### config.mk
export PLATFORM = sky130hd
export DESIGN_NAME = eeword_engine
export DESIGN_NICKNAME = d
export VERILOG_FILES = /design/src/rtl/eew_pkg.sv /design/src/rtl/eew_spi_shifter.sv /design/src/rtl/eew_seq.sv /design/src/rtl/eew_regs.sv /design/src/rtl/eeword_engine.sv
export SDC_FILE = /design/constraint.sdc
export NUM_CORES = 1
export LEC_CHECK = 0
export BUFFER_PORTS_ARGS = -buffer_cell sky130_fd_sc_hd__buf_2
export CAP_MARGIN = 20
export CORE_MARGIN = 4
export CORE_UTILIZATION = 45
export DETAILED_ROUTE_END_ITERATION = 8
export GPL_TIMING_DRIVEN = 0
export PLACE_DENSITY = 0.74
export SETUP_SLACK_MARGIN = 0.1
export SYNTH_ARGS = -nofsm -noshare
export SYNTH_HDL_FRONTEND = slang
export SYNTH_SLANG_ARGS = --single-unit
export TNS_END_PERCENT = 100
### constraint.sdc
create_clock -name clk -period 5.1 [get_ports clk]
set_input_delay 0.765 -clock clk [delete_from_list [all_inputs] [get_ports clk]]
set_output_delay 0.765 -clock clk [all_outputs]
set_load 0.05 [all_outputs]
### src/rtl/eew_pkg.sv
`timescale 1ns/1ps
package eew_pkg;
  localparam int FRAME_W = 40;
  localparam int RX_W    = 16;

  localparam logic [1:0] OFF_RD  = 2'd0;
  localparam logic [1:0] OFF_WR  = 2'd1;
  localparam logic [1:0] OFF_CTL = 2'd2;

  localparam int BIT_GO       = 0;
  localparam int BIT_DONE     = 1;
  localparam int BIT_ADDR     = 2;
  localparam int BIT_DATA     = 16;
  localparam int BIT_UPD_REQ  = 23;
  localparam int BIT_UPD_DONE = 26;
  localparam int BIT_BUSY     = 31;

  localparam logic [7:0] OP_READ = 8'h03;
  localparam logic [7:0] OP_WREN = 8'h06;
  localparam logic [7:0] OP_PROG = 8'h02;
  localparam logic [7:0] OP_STAT = 8'h05;

  typedef enum logic [2:0] {
    SQ_IDLE, SQ_READ, SQ_WREN, SQ_PROG, SQ_POLL
  } seq_state_t;
endpackage

### src/rtl/eew_spi_shifter.sv
`timescale 1ns/1ps
module eew_spi_shifter #(
  parameter int HALF_DIV = 2,
  parameter int FRAME_W  = 40,
  parameter int RX_W     = 16
) (
  input  logic               clk,
  input  logic               rst_n,
  input  logic               start_i,
  input  logic [5:0]         len_i,
  input  logic [FRAME_W-1:0] tx_i,
  output logic               done_o,
  output logic [RX_W-1:0]    rx_o,
  output logic               sclk_o,
  output logic               cs_n_o,
  output logic               mosi_o,
  input  logic               miso_i
);
  localparam int DW = (HALF_DIV > 1) ? $clog2(HALF_DIV) : 1;
  localparam logic [DW-1:0] DIV_LAST = DW'(HALF_DIV - 1);

  logic               active_q, active_n;
  logic               sclk_q, sclk_n;
  logic               done_q, done_n;
  logic [DW-1:0]      div_q, div_n;
  logic [5:0]         cnt_q, cnt_n;
  logic [5:0]         len_q, len_n;
  logic [FRAME_W-1:0] tx_q, tx_n;
  logic [RX_W-1:0]    rx_q, rx_n;

  always_comb begin
    active_n = active_q;
    sclk_n   = sclk_q;
    done_n   = 1'b0;
    div_n    = div_q;
    cnt_n    = cnt_q;
    len_n    = len_q;
    tx_n     = tx_q;
    rx_n     = rx_q;
    if (!active_q) begin
      if (start_i) begin
        active_n = 1'b1;
        sclk_n   = 1'b0;
        div_n    = '0;
        cnt_n    = '0;
        len_n    = len_i;
        tx_n     = tx_i;
      end
    end else if (div_q == DIV_LAST) begin
      div_n = '0;
      if (!sclk_q) begin
        sclk_n = 1'b1;
        rx_n   = {rx_q[RX_W-2:0], miso_i};
      end else begin
        sclk_n = 1'b0;
        tx_n   = {tx_q[FRAME_W-2:0], 1'b0};
        cnt_n  = cnt_q + 6'd1;
        if (cnt_q + 6'd1 == len_q) begin
          active_n = 1'b0;
          done_n   = 1'b1;
        end
      end
    end else begin
      div_n = div_q + 1'b1;
    end
  end

  always_ff @(posedge clk or negedge rst_n) begin
    if (!rst_n) begin
      active_q <= 1'b0;
      sclk_q   <= 1'b0;
      done_q   <= 1'b0;
      div_q    <= '0;
      cnt_q    <= '0;
      len_q    <= '0;
      tx_q     <= '0;
      rx_q     <= '0;
    end else begin
      active_q <= active_n;
      sclk_q   <= sclk_n;
      done_q   <= done_n;
      div_q    <= div_n;
      cnt_q    <= cnt_n;
      len_q    <= len_n;
      tx_q     <= tx_n;
      rx_q     <= rx_n;
    end
  end

  assign done_o = done_q;
  assign rx_o   = rx_q;
  assign sclk_o = sclk_q;
  assign cs_n_o = !active_q;
  assign mosi_o = active_q & tx_q[FRAME_W-1];

  // no clock activity while deselected
  a_r9_sclk_low_when_idle: assert property (@(posedge clk) disable iff (!rst_n)
    cs_n_o |-> !sclk_o);
endmodule

### src/rtl/eew_seq.sv
`timescale 1ns/1ps
module eew_seq
  import eew_pkg::*;
#(
  parameter int ADDR_W = 14
) (
  input  logic               clk,
  input  logic               rst_n,
  input  logic               rd_go_i,
  input  logic               wr_go_i,
  input  logic [ADDR_W-1:0]  addr_i,
  input  logic [15:0]        data_i,
  output logic               busy_o,
  output logic               rd_fin_o,
  output logic               wr_fin_o,
  output logic [15:0]        rd_word_o,
  output logic               xfer_start_o,
  output logic [5:0]         xfer_len_o,
  output logic [FRAME_W-1:0] xfer_tx_o,
  input  logic               xfer_done_i,
  input  logic [RX_W-1:0]    xfer_rx_i
);
  seq_state_t        state_q, state_n;
  logic              wait_q, wait_n;
  logic [ADDR_W-1:0] addr_q, addr_n;
  logic [15:0]       data_q, data_n;
  logic [15:0]       byte_addr;

  assign byte_addr = {{(15-ADDR_W){1'b0}}, addr_q, 1'b0};

  always_comb begin
    state_n      = state_q;
    wait_n       = wait_q;
    addr_n       = addr_q;
    data_n       = data_q;
    rd_fin_o     = 1'b0;
    wr_fin_o     = 1'b0;
    xfer_start_o = 1'b0;
    unique case (state_q)
      SQ_IDLE: begin
        if (rd_go_i) begin
          state_n = SQ_READ;
          addr_n  = addr_i;
        end else if (wr_go_i) begin
          state_n = SQ_WREN;
          addr_n  = addr_i;
          data_n  = data_i;
        end
      end
      default: begin
        if (!wait_q) begin
          xfer_start_o = 1'b1;
          wait_n       = 1'b1;
        end else if (xfer_done_i) begin
          wait_n = 1'b0;
          unique case (state_q)
            SQ_READ: begin
              state_n  = SQ_IDLE;
              rd_fin_o = 1'b1;
            end
            SQ_WREN: state_n = SQ_PROG;
            SQ_PROG: state_n = SQ_POLL;
            default: begin
              if (!xfer_rx_i[0]) begin
                state_n  = SQ_IDLE;
                wr_fin_o = 1'b1;
              end
            end
          endcase
        end
      end
    endcase
  end

  always_comb begin
    xfer_tx_o  = '0;
    xfer_len_o = 6'd8;
    unique case (state_q)
      SQ_READ: begin
        xfer_tx_o  = {OP_READ, byte_addr, 16'h0000};
        xfer_len_o = 6'd40;
      end
      SQ_WREN: xfer_tx_o = {OP_WREN, 32'h0};
      SQ_PROG: begin
        xfer_tx_o  = {OP_PROG, byte_addr, data_q[7:0], data_q[15:8]};
        xfer_len_o = 6'd40;
      end
      SQ_POLL: begin
        xfer_tx_o  = {OP_STAT, 32'h0};
        xfer_len_o = 6'd16;
      end
      default: ;
    endcase
  end

  always_ff @(posedge clk or negedge rst_n) begin
    if (!rst_n) begin
      state_q <= SQ_IDLE;
      wait_q  <= 1'b0;
      addr_q  <= '0;
      data_q  <= '0;
    end else begin
      state_q <= state_n;
      wait_q  <= wait_n;
      addr_q  <= addr_n;
      data_q  <= data_n;
    end
  end

  assign busy_o    = (state_q != SQ_IDLE);
  assign rd_word_o = {xfer_rx_i[7:0], xfer_rx_i[15:8]};

  // completion of a program only on a status frame reporting idle
  a_r4_done_needs_idle_status: assert property (@(posedge clk) disable iff (!rst_n)
    wr_fin_o |-> (state_q == SQ_POLL) && xfer_done_i && !xfer_rx_i[0]);
endmodule

### src/rtl/eew_regs.sv
`timescale 1ns/1ps
module eew_regs
  import eew_pkg::*;
#(
  parameter int ADDR_W = 14
) (
  input  logic              clk,
  input  logic              rst_n,
  input  logic              reg_wr_i,
  input  logic [1:0]        reg_addr_i,
  input  logic [31:0]       reg_wdata_i,
  output logic [31:0]       reg_rdata_o,
  input  logic              busy_i,
  input  logic              rd_fin_i,
  input  logic              wr_fin_i,
  input  logic [15:0]       rd_word_i,
  output logic              rd_go_o,
  output logic              wr_go_o,
  output logic [ADDR_W-1:0] cmd_addr_o,
  output logic [15:0]       cmd_data_o,
  output logic              upd_req_o,
  input  logic              upd_ack_i
);
  logic              rd_done_q, rd_done_n, wr_done_q, wr_done_n;
  logic [ADDR_W-1:0] rd_addr_q, rd_addr_n, wr_addr_q, wr_addr_n;
  logic [15:0]       rd_data_q, rd_data_n, wr_data_q, wr_data_n;
  logic              upd_req_q, upd_req_n, upd_done_q, upd_done_n;
  logic              ctl_req_wr;
  logic              unused_wdata;

  assign rd_go_o    = reg_wr_i && (reg_addr_i == OFF_RD) && reg_wdata_i[BIT_GO] && !busy_i;
  assign wr_go_o    = reg_wr_i && (reg_addr_i == OFF_WR) && reg_wdata_i[BIT_GO] && !busy_i;
  assign cmd_addr_o = reg_wdata_i[BIT_ADDR +: ADDR_W];
  assign cmd_data_o = reg_wdata_i[BIT_DATA +: 16];
  assign ctl_req_wr = reg_wr_i && (reg_addr_i == OFF_CTL) && reg_wdata_i[BIT_UPD_REQ];
  assign unused_wdata = ^reg_wdata_i;

  always_comb begin
    rd_done_n  = rd_done_q;
    rd_addr_n  = rd_addr_q;
    rd_data_n  = rd_data_q;
    wr_done_n  = wr_done_q;
    wr_addr_n  = wr_addr_q;
    wr_data_n  = wr_data_q;
    upd_req_n  = upd_req_q;
    upd_done_n = upd_done_q;
    if (rd_go_o) begin
      rd_done_n = 1'b0;
      rd_addr_n = cmd_addr_o;
    end else if (rd_fin_i) begin
      rd_done_n = 1'b1;
      rd_data_n = rd_word_i;
    end
    if (wr_go_o) begin
      wr_done_n = 1'b0;
      wr_addr_n = cmd_addr_o;
      wr_data_n = cmd_data_o;
    end else if (wr_fin_i) begin
      wr_done_n = 1'b1;
    end
    if (ctl_req_wr && !upd_req_q) begin
      upd_req_n  = 1'b1;
      upd_done_n = 1'b0;
    end else if (upd_req_q && upd_ack_i) begin
      upd_req_n  = 1'b0;
      upd_done_n = 1'b1;
    end
  end

  always_ff @(posedge clk or negedge rst_n) begin
    if (!rst_n) begin
      rd_done_q  <= 1'b0;
      rd_addr_q  <= '0;
      rd_data_q  <= '0;
      wr_done_q  <= 1'b0;
      wr_addr_q  <= '0;
      wr_data_q  <= '0;
      upd_req_q  <= 1'b0;
      upd_done_q <= 1'b0;
    end else begin
      rd_done_q  <= rd_done_n;
      rd_addr_q  <= rd_addr_n;
      rd_data_q  <= rd_data_n;
      wr_done_q  <= wr_done_n;
      wr_addr_q  <= wr_addr_n;
      wr_data_q  <= wr_data_n;
      upd_req_q  <= upd_req_n;
      upd_done_q <= upd_done_n;
    end
  end

  always_comb begin
    reg_rdata_o = '0;
    unique case (reg_addr_i)
      OFF_RD: begin
        reg_rdata_o[BIT_DONE]            = rd_done_q;
        reg_rdata_o[BIT_ADDR +: ADDR_W]  = rd_addr_q;
        reg_rdata_o[BIT_DATA +: 16]      = rd_data_q;
      end
      OFF_WR: begin
        reg_rdata_o[BIT_DONE]            = wr_done_q;
        reg_rdata_o[BIT_ADDR +: ADDR_W]  = wr_addr_q;
        reg_rdata_o[BIT_DATA +: 16]      = wr_data_q;
      end
      OFF_CTL: begin
        reg_rdata_o[BIT_UPD_REQ]  = upd_req_q;
        reg_rdata_o[BIT_UPD_DONE] = upd_done_q;
        reg_rdata_o[BIT_BUSY]     = busy_i;
      end
      default: ;
    endcase
  end

  assign upd_req_o = upd_req_q;

  // a command while busy leaves the latched addresses alone
  a_r6_busy_rd_ignored: assert property (@(posedge clk) disable iff (!rst_n)
    (busy_i && reg_wr_i && reg_addr_i == OFF_RD) |=> $stable(rd_addr_q));
  a_r6_busy_wr_ignored: assert property (@(posedge clk) disable iff (!rst_n)
    (busy_i && reg_wr_i && reg_addr_i == OFF_WR) |=> $stable(wr_addr_q) && $stable(wr_data_q));
  // acceptance drops done on the following cycle
  a_r5_go_clears_done: assert property (@(posedge clk) disable iff (!rst_n)
    (rd_go_o || wr_go_o) |=> !(rd_done_q && $past(rd_go_o)) && !(wr_done_q && $past(wr_go_o)));
  // acknowledge completes a pending commit
  a_r8_ack_completes: assert property (@(posedge clk) disable iff (!rst_n)
    (upd_req_q && upd_ack_i) |=> upd_done_q && !upd_req_q);
endmodule

### src/rtl/eeword_engine.sv
`timescale 1ns/1ps
module eeword_engine
  import eew_pkg::*;
#(
  parameter int ADDR_W   = 14,
  parameter int HALF_DIV = 2
) (
  input  logic        clk,
  input  logic        rst_n,
  input  logic        reg_wr,
  input  logic [1:0]  reg_addr,
  input  logic [31:0] reg_wdata,
  output logic [31:0] reg_rdata,
  output logic        upd_req,
  input  logic        upd_ack,
  output logic        spi_sclk,
  output logic        spi_cs_n,
  output logic        spi_mosi,
  input  logic        spi_miso
);
  logic [1:0]         rst_sync_q;
  logic               rst_int_n;
  logic               busy, rd_fin, wr_fin, rd_go, wr_go;
  logic [15:0]        rd_word, cmd_data;
  logic [ADDR_W-1:0]  cmd_addr;
  logic               x_start, x_done;
  logic [5:0]         x_len;
  logic [FRAME_W-1:0] x_tx;
  logic [RX_W-1:0]    x_rx;

  always_ff @(posedge clk or negedge rst_n) begin
    if (!rst_n) rst_sync_q <= 2'b00;
    else        rst_sync_q <= {rst_sync_q[0], 1'b1};
  end
  assign rst_int_n = rst_sync_q[1];

  eew_regs #(.ADDR_W(ADDR_W)) u_regs (
    .clk(clk), .rst_n(rst_int_n),
    .reg_wr_i(reg_wr), .reg_addr_i(reg_addr), .reg_wdata_i(reg_wdata),
    .reg_rdata_o(reg_rdata),
    .busy_i(busy), .rd_fin_i(rd_fin), .wr_fin_i(wr_fin), .rd_word_i(rd_word),
    .rd_go_o(rd_go), .wr_go_o(wr_go), .cmd_addr_o(cmd_addr), .cmd_data_o(cmd_data),
    .upd_req_o(upd_req), .upd_ack_i(upd_ack)
  );

  eew_seq #(.ADDR_W(ADDR_W)) u_seq (
    .clk(clk), .rst_n(rst_int_n),
    .rd_go_i(rd_go), .wr_go_i(wr_go), .addr_i(cmd_addr), .data_i(cmd_data),
    .busy_o(busy), .rd_fin_o(rd_fin), .wr_fin_o(wr_fin), .rd_word_o(rd_word),
    .xfer_start_o(x_start), .xfer_len_o(x_len), .xfer_tx_o(x_tx),
    .xfer_done_i(x_done), .xfer_rx_i(x_rx)
  );

  eew_spi_shifter #(.HALF_DIV(HALF_DIV), .FRAME_W(FRAME_W), .RX_W(RX_W)) u_spi (
    .clk(clk), .rst_n(rst_int_n),
    .start_i(x_start), .len_i(x_len), .tx_i(x_tx),
    .done_o(x_done), .rx_o(x_rx),
    .sclk_o(spi_sclk), .cs_n_o(spi_cs_n), .mosi_o(spi_mosi), .miso_i(spi_miso)
  );
endmodule

==> metrics <==
largest family of logic cells by synthesized area=multiplexers; Detail Route Antenna Nets=0; Simple-Gate Fraction of Synth Area=9.88%; R2R Setup Slk=2.88 ns; Skew-Pair Late Insertion Delay=0.42 ns; CP Launch Type=input port; Vias per Instance=5.29; top_reg_cell synth=dfrtp_1; EDFF count, synth=0; fmax=322 MHz; Resize count post-CTS=0; Final WS setup=1.99 ns; Final Hold Vio Count=0; die width=137 µm; CP required=4.34 ns; first-pass iteration count of the detailed router=4; Setup CP Type=in -> out; Tightest Pin Transition=0.823 ns; status=finished clean; largest net degree at the start of global routing=70; Post-synth top cells=169 x dfrtp_1, 78 x mux2_2, 74 x nor2_1, 46 x nand2_1, 33 x o21ai_0; TritonCTS clock tree=yes; Fin Hold WS=0.109 ns; Seq/Total Area, Yosys=56.5%; WL per Instance=17.3 µm; first-pass GRT wire length=26.9 mm; setup TNS=0 ns; Leakage=4.43 nW; CP arrival=2.34 ns; Post-Syn Area=7480 µm²; period utilization=61.0%; Synth Area per Inst=12.2 µm²; FF+latch count, synth=169; Initial Utilization=46.4%; total global routing overflow=0; post-synthesis mux area share=21.6%; Final Critical Period=3.11 ns; final slew viol count=0; # IOs=75; Synth area leaders=dfrtp_1 57%, mux2_2 12%, mux2_4 5.8%, mux2i_1 4.0%, nor2_1 3.7%; Critical Path Sink Type=output port; Area Growth Syn to Fin=17.8%; drt drc=0; Die Footprint=18,800 µm²; initial antenna violation count=0; share of the synthesized area in the top cell type=56.5%; Die H=137 µm; total CTS buffers=17; Hold-fix buffers, CTS=0; final net count=747; Crit Path Max Fanout=10; skew final=0.00902 ns; final RePlAce weighted congestion=0.869; ys async rst share=100%; via count=4,947; # setup viols final=0; layout cells sized above 1=32.8%; Synth area leader=dfrtp_1; peak supply drop=0.210 mV; clock sink count=169; YS warnings=0; clock slew at reported path FFs=0.06 ns; Pwr per Cell Area=328 nW/µm²; Iteration-0 DRC Markers=277; count of cell types in the netlist=42; Slew headroom=44.7%; vias in the first global route=5,218; most frequent cell after synthesis=dfrtp_1; Antenna Cells=0; Clock H-tree levels=4; CTS root buf=clkbuf_16; Max clock buf depth=2; Post-Synth XOR/XNOR Area=1.17%; Rows=46; core area=16,100 µm²; fillers=1,319; Final Routed Wirelength=16.2 mm; Hold Crit Class=in -> async; number of port buffers=70; worst slack at placement=2.02 ns; Cells after Synth=615; post-synthesis compound-gate area fraction=7.24%; MaxCap Viol Count=0; # Post-CTS Setup Buffers=0; RSZ-0062 raised after global routing=no; GRT Overall Usage=18.4%; post-synthesis adder-cell area fraction=0.334%; syn nets=656; HPWL after DPL=11.7 mm
[worst paths after layout]
check	start	endpoint	cells after the start
max reg2reg	u_seq.state_q[2]	u_regs.rd_addr_q[0]	5
min reg2reg	rst_sync_q[1]	u_regs.rd_addr_q[9]	0
min in group clk	rst_sync_q[0]	rst_sync_q[1]	0
max	reg_addr[1]	reg_rdata[2]	5
min	rst_n	rst_sync_q[1]	1
max in group asynchronous	rst_sync_q[1]	u_regs.rd_data_q[5]	2
[flip-flops by register name, summed over array words and instances (netlist names), 2 cells and up]
name              cells
u_spi.tx_q           40
u_regs.rd_data_q     16
u_regs.wr_data_q     16
u_seq.data_q         16
u_spi.rx_o           16
u_regs.rd_addr_q     14
u_regs.wr_addr_q     14
u_seq.addr_q         14
u_spi.cnt_q           6
u_seq.state_q         3
u_spi.len_q           3
rst_sync_q            2
[worst max-delay path: stages]
cell,delay (ns)
clkbuf_1,0.29
clkbuf_1,0.42
clkbuf_1,0.46
nor2_1,0.16
buf_2,0.25
[metrics by stage]
| step | power, mW | area [µm²] | std cells | util [%] |
|---|---|---|---|---|
| 5_1_grt | 2.98 | 8810 | 935 | 54.7 |
| 4_1_cts | 2.91 | 8810 | 935 | 54.7 |
| 3_5_place_dp | 1.52 | 8160 | 903 | 50.6 |
| 6_report | 2.89 | 8810 | 935 | 54.7 |
| 2_1_floorplan | 1.47 | 7480 | 615 | - |
| 3_3_place_gp | 1.51 | 8100 | 901 | 50.3 |
[placed cells by master (no fill, tap or decap), types with 4 or more instances in the layout]
cell type	netlist	layout
dfrtp_1	169	168
buf_2	10	80
mux2_2	78	78
nor2_1	74	74
nand2_1	46	46
o21ai_0	33	33
mux2i_1	30	30
mux2_4	29	29
a21oi_1	26	26
clkbuf_1	17	17
clkbuf_16	0	17
nor3b_1	16	16
a221oi_1	15	15
buf_6	7	7
nor3_1	7	7
xnor2_1	7	7
buf_1	6	6
inv_1	4	4
nand3_1	4	4
a21o_1	4	4
bufinv_16	0	4
[layout make-up]
type	count	area, µm²	area share [%]
Clock inverter	12	186	2.11
Clock buffer	20	467	5.29
Multi-Input combinational cell	401	3020	34.2
Buffer	41	223	2.53
Tap cell	216	270	3.07
Sequential cell	169	4230	48.0
Inverter	4	15.0	0.170
Timing Repair Buffer	72	405	4.60
[power by group]
part	internal, mW	leakage (nW)	switching (mW)
logic	0.0435	1.86	0.0709
clock network	0.865	0.310	0.533
registers	1.36	2.26	0.0203
[per-layer routing]
metal | up-vias | global-route usage, % | share of wire [%]
li1 | 2346 | - | -
met1 | 2488 | 24.3 | 45
met2 | 89 | 30.2 | 50
met3 | 24 | 3.38 | 3.1
met4 | 0 | 7.10 | 1.8
met5 | - | 0 | 0
[kinds of logic (layout without fill, tap and decap cells)]
group                    Yosys count  after routing
XOR/XNOR                          10             10
buffers and inverters             45            149
other                              2              2
flip-flops                       169            169
AND/OR/NAND/NOR                  162            162
adder cells (fa/ha/maj)            2              2
multiplexers                     137            137
AO/OA/AOI/OAI                     88             88
(Power assumes the default switching activity.)
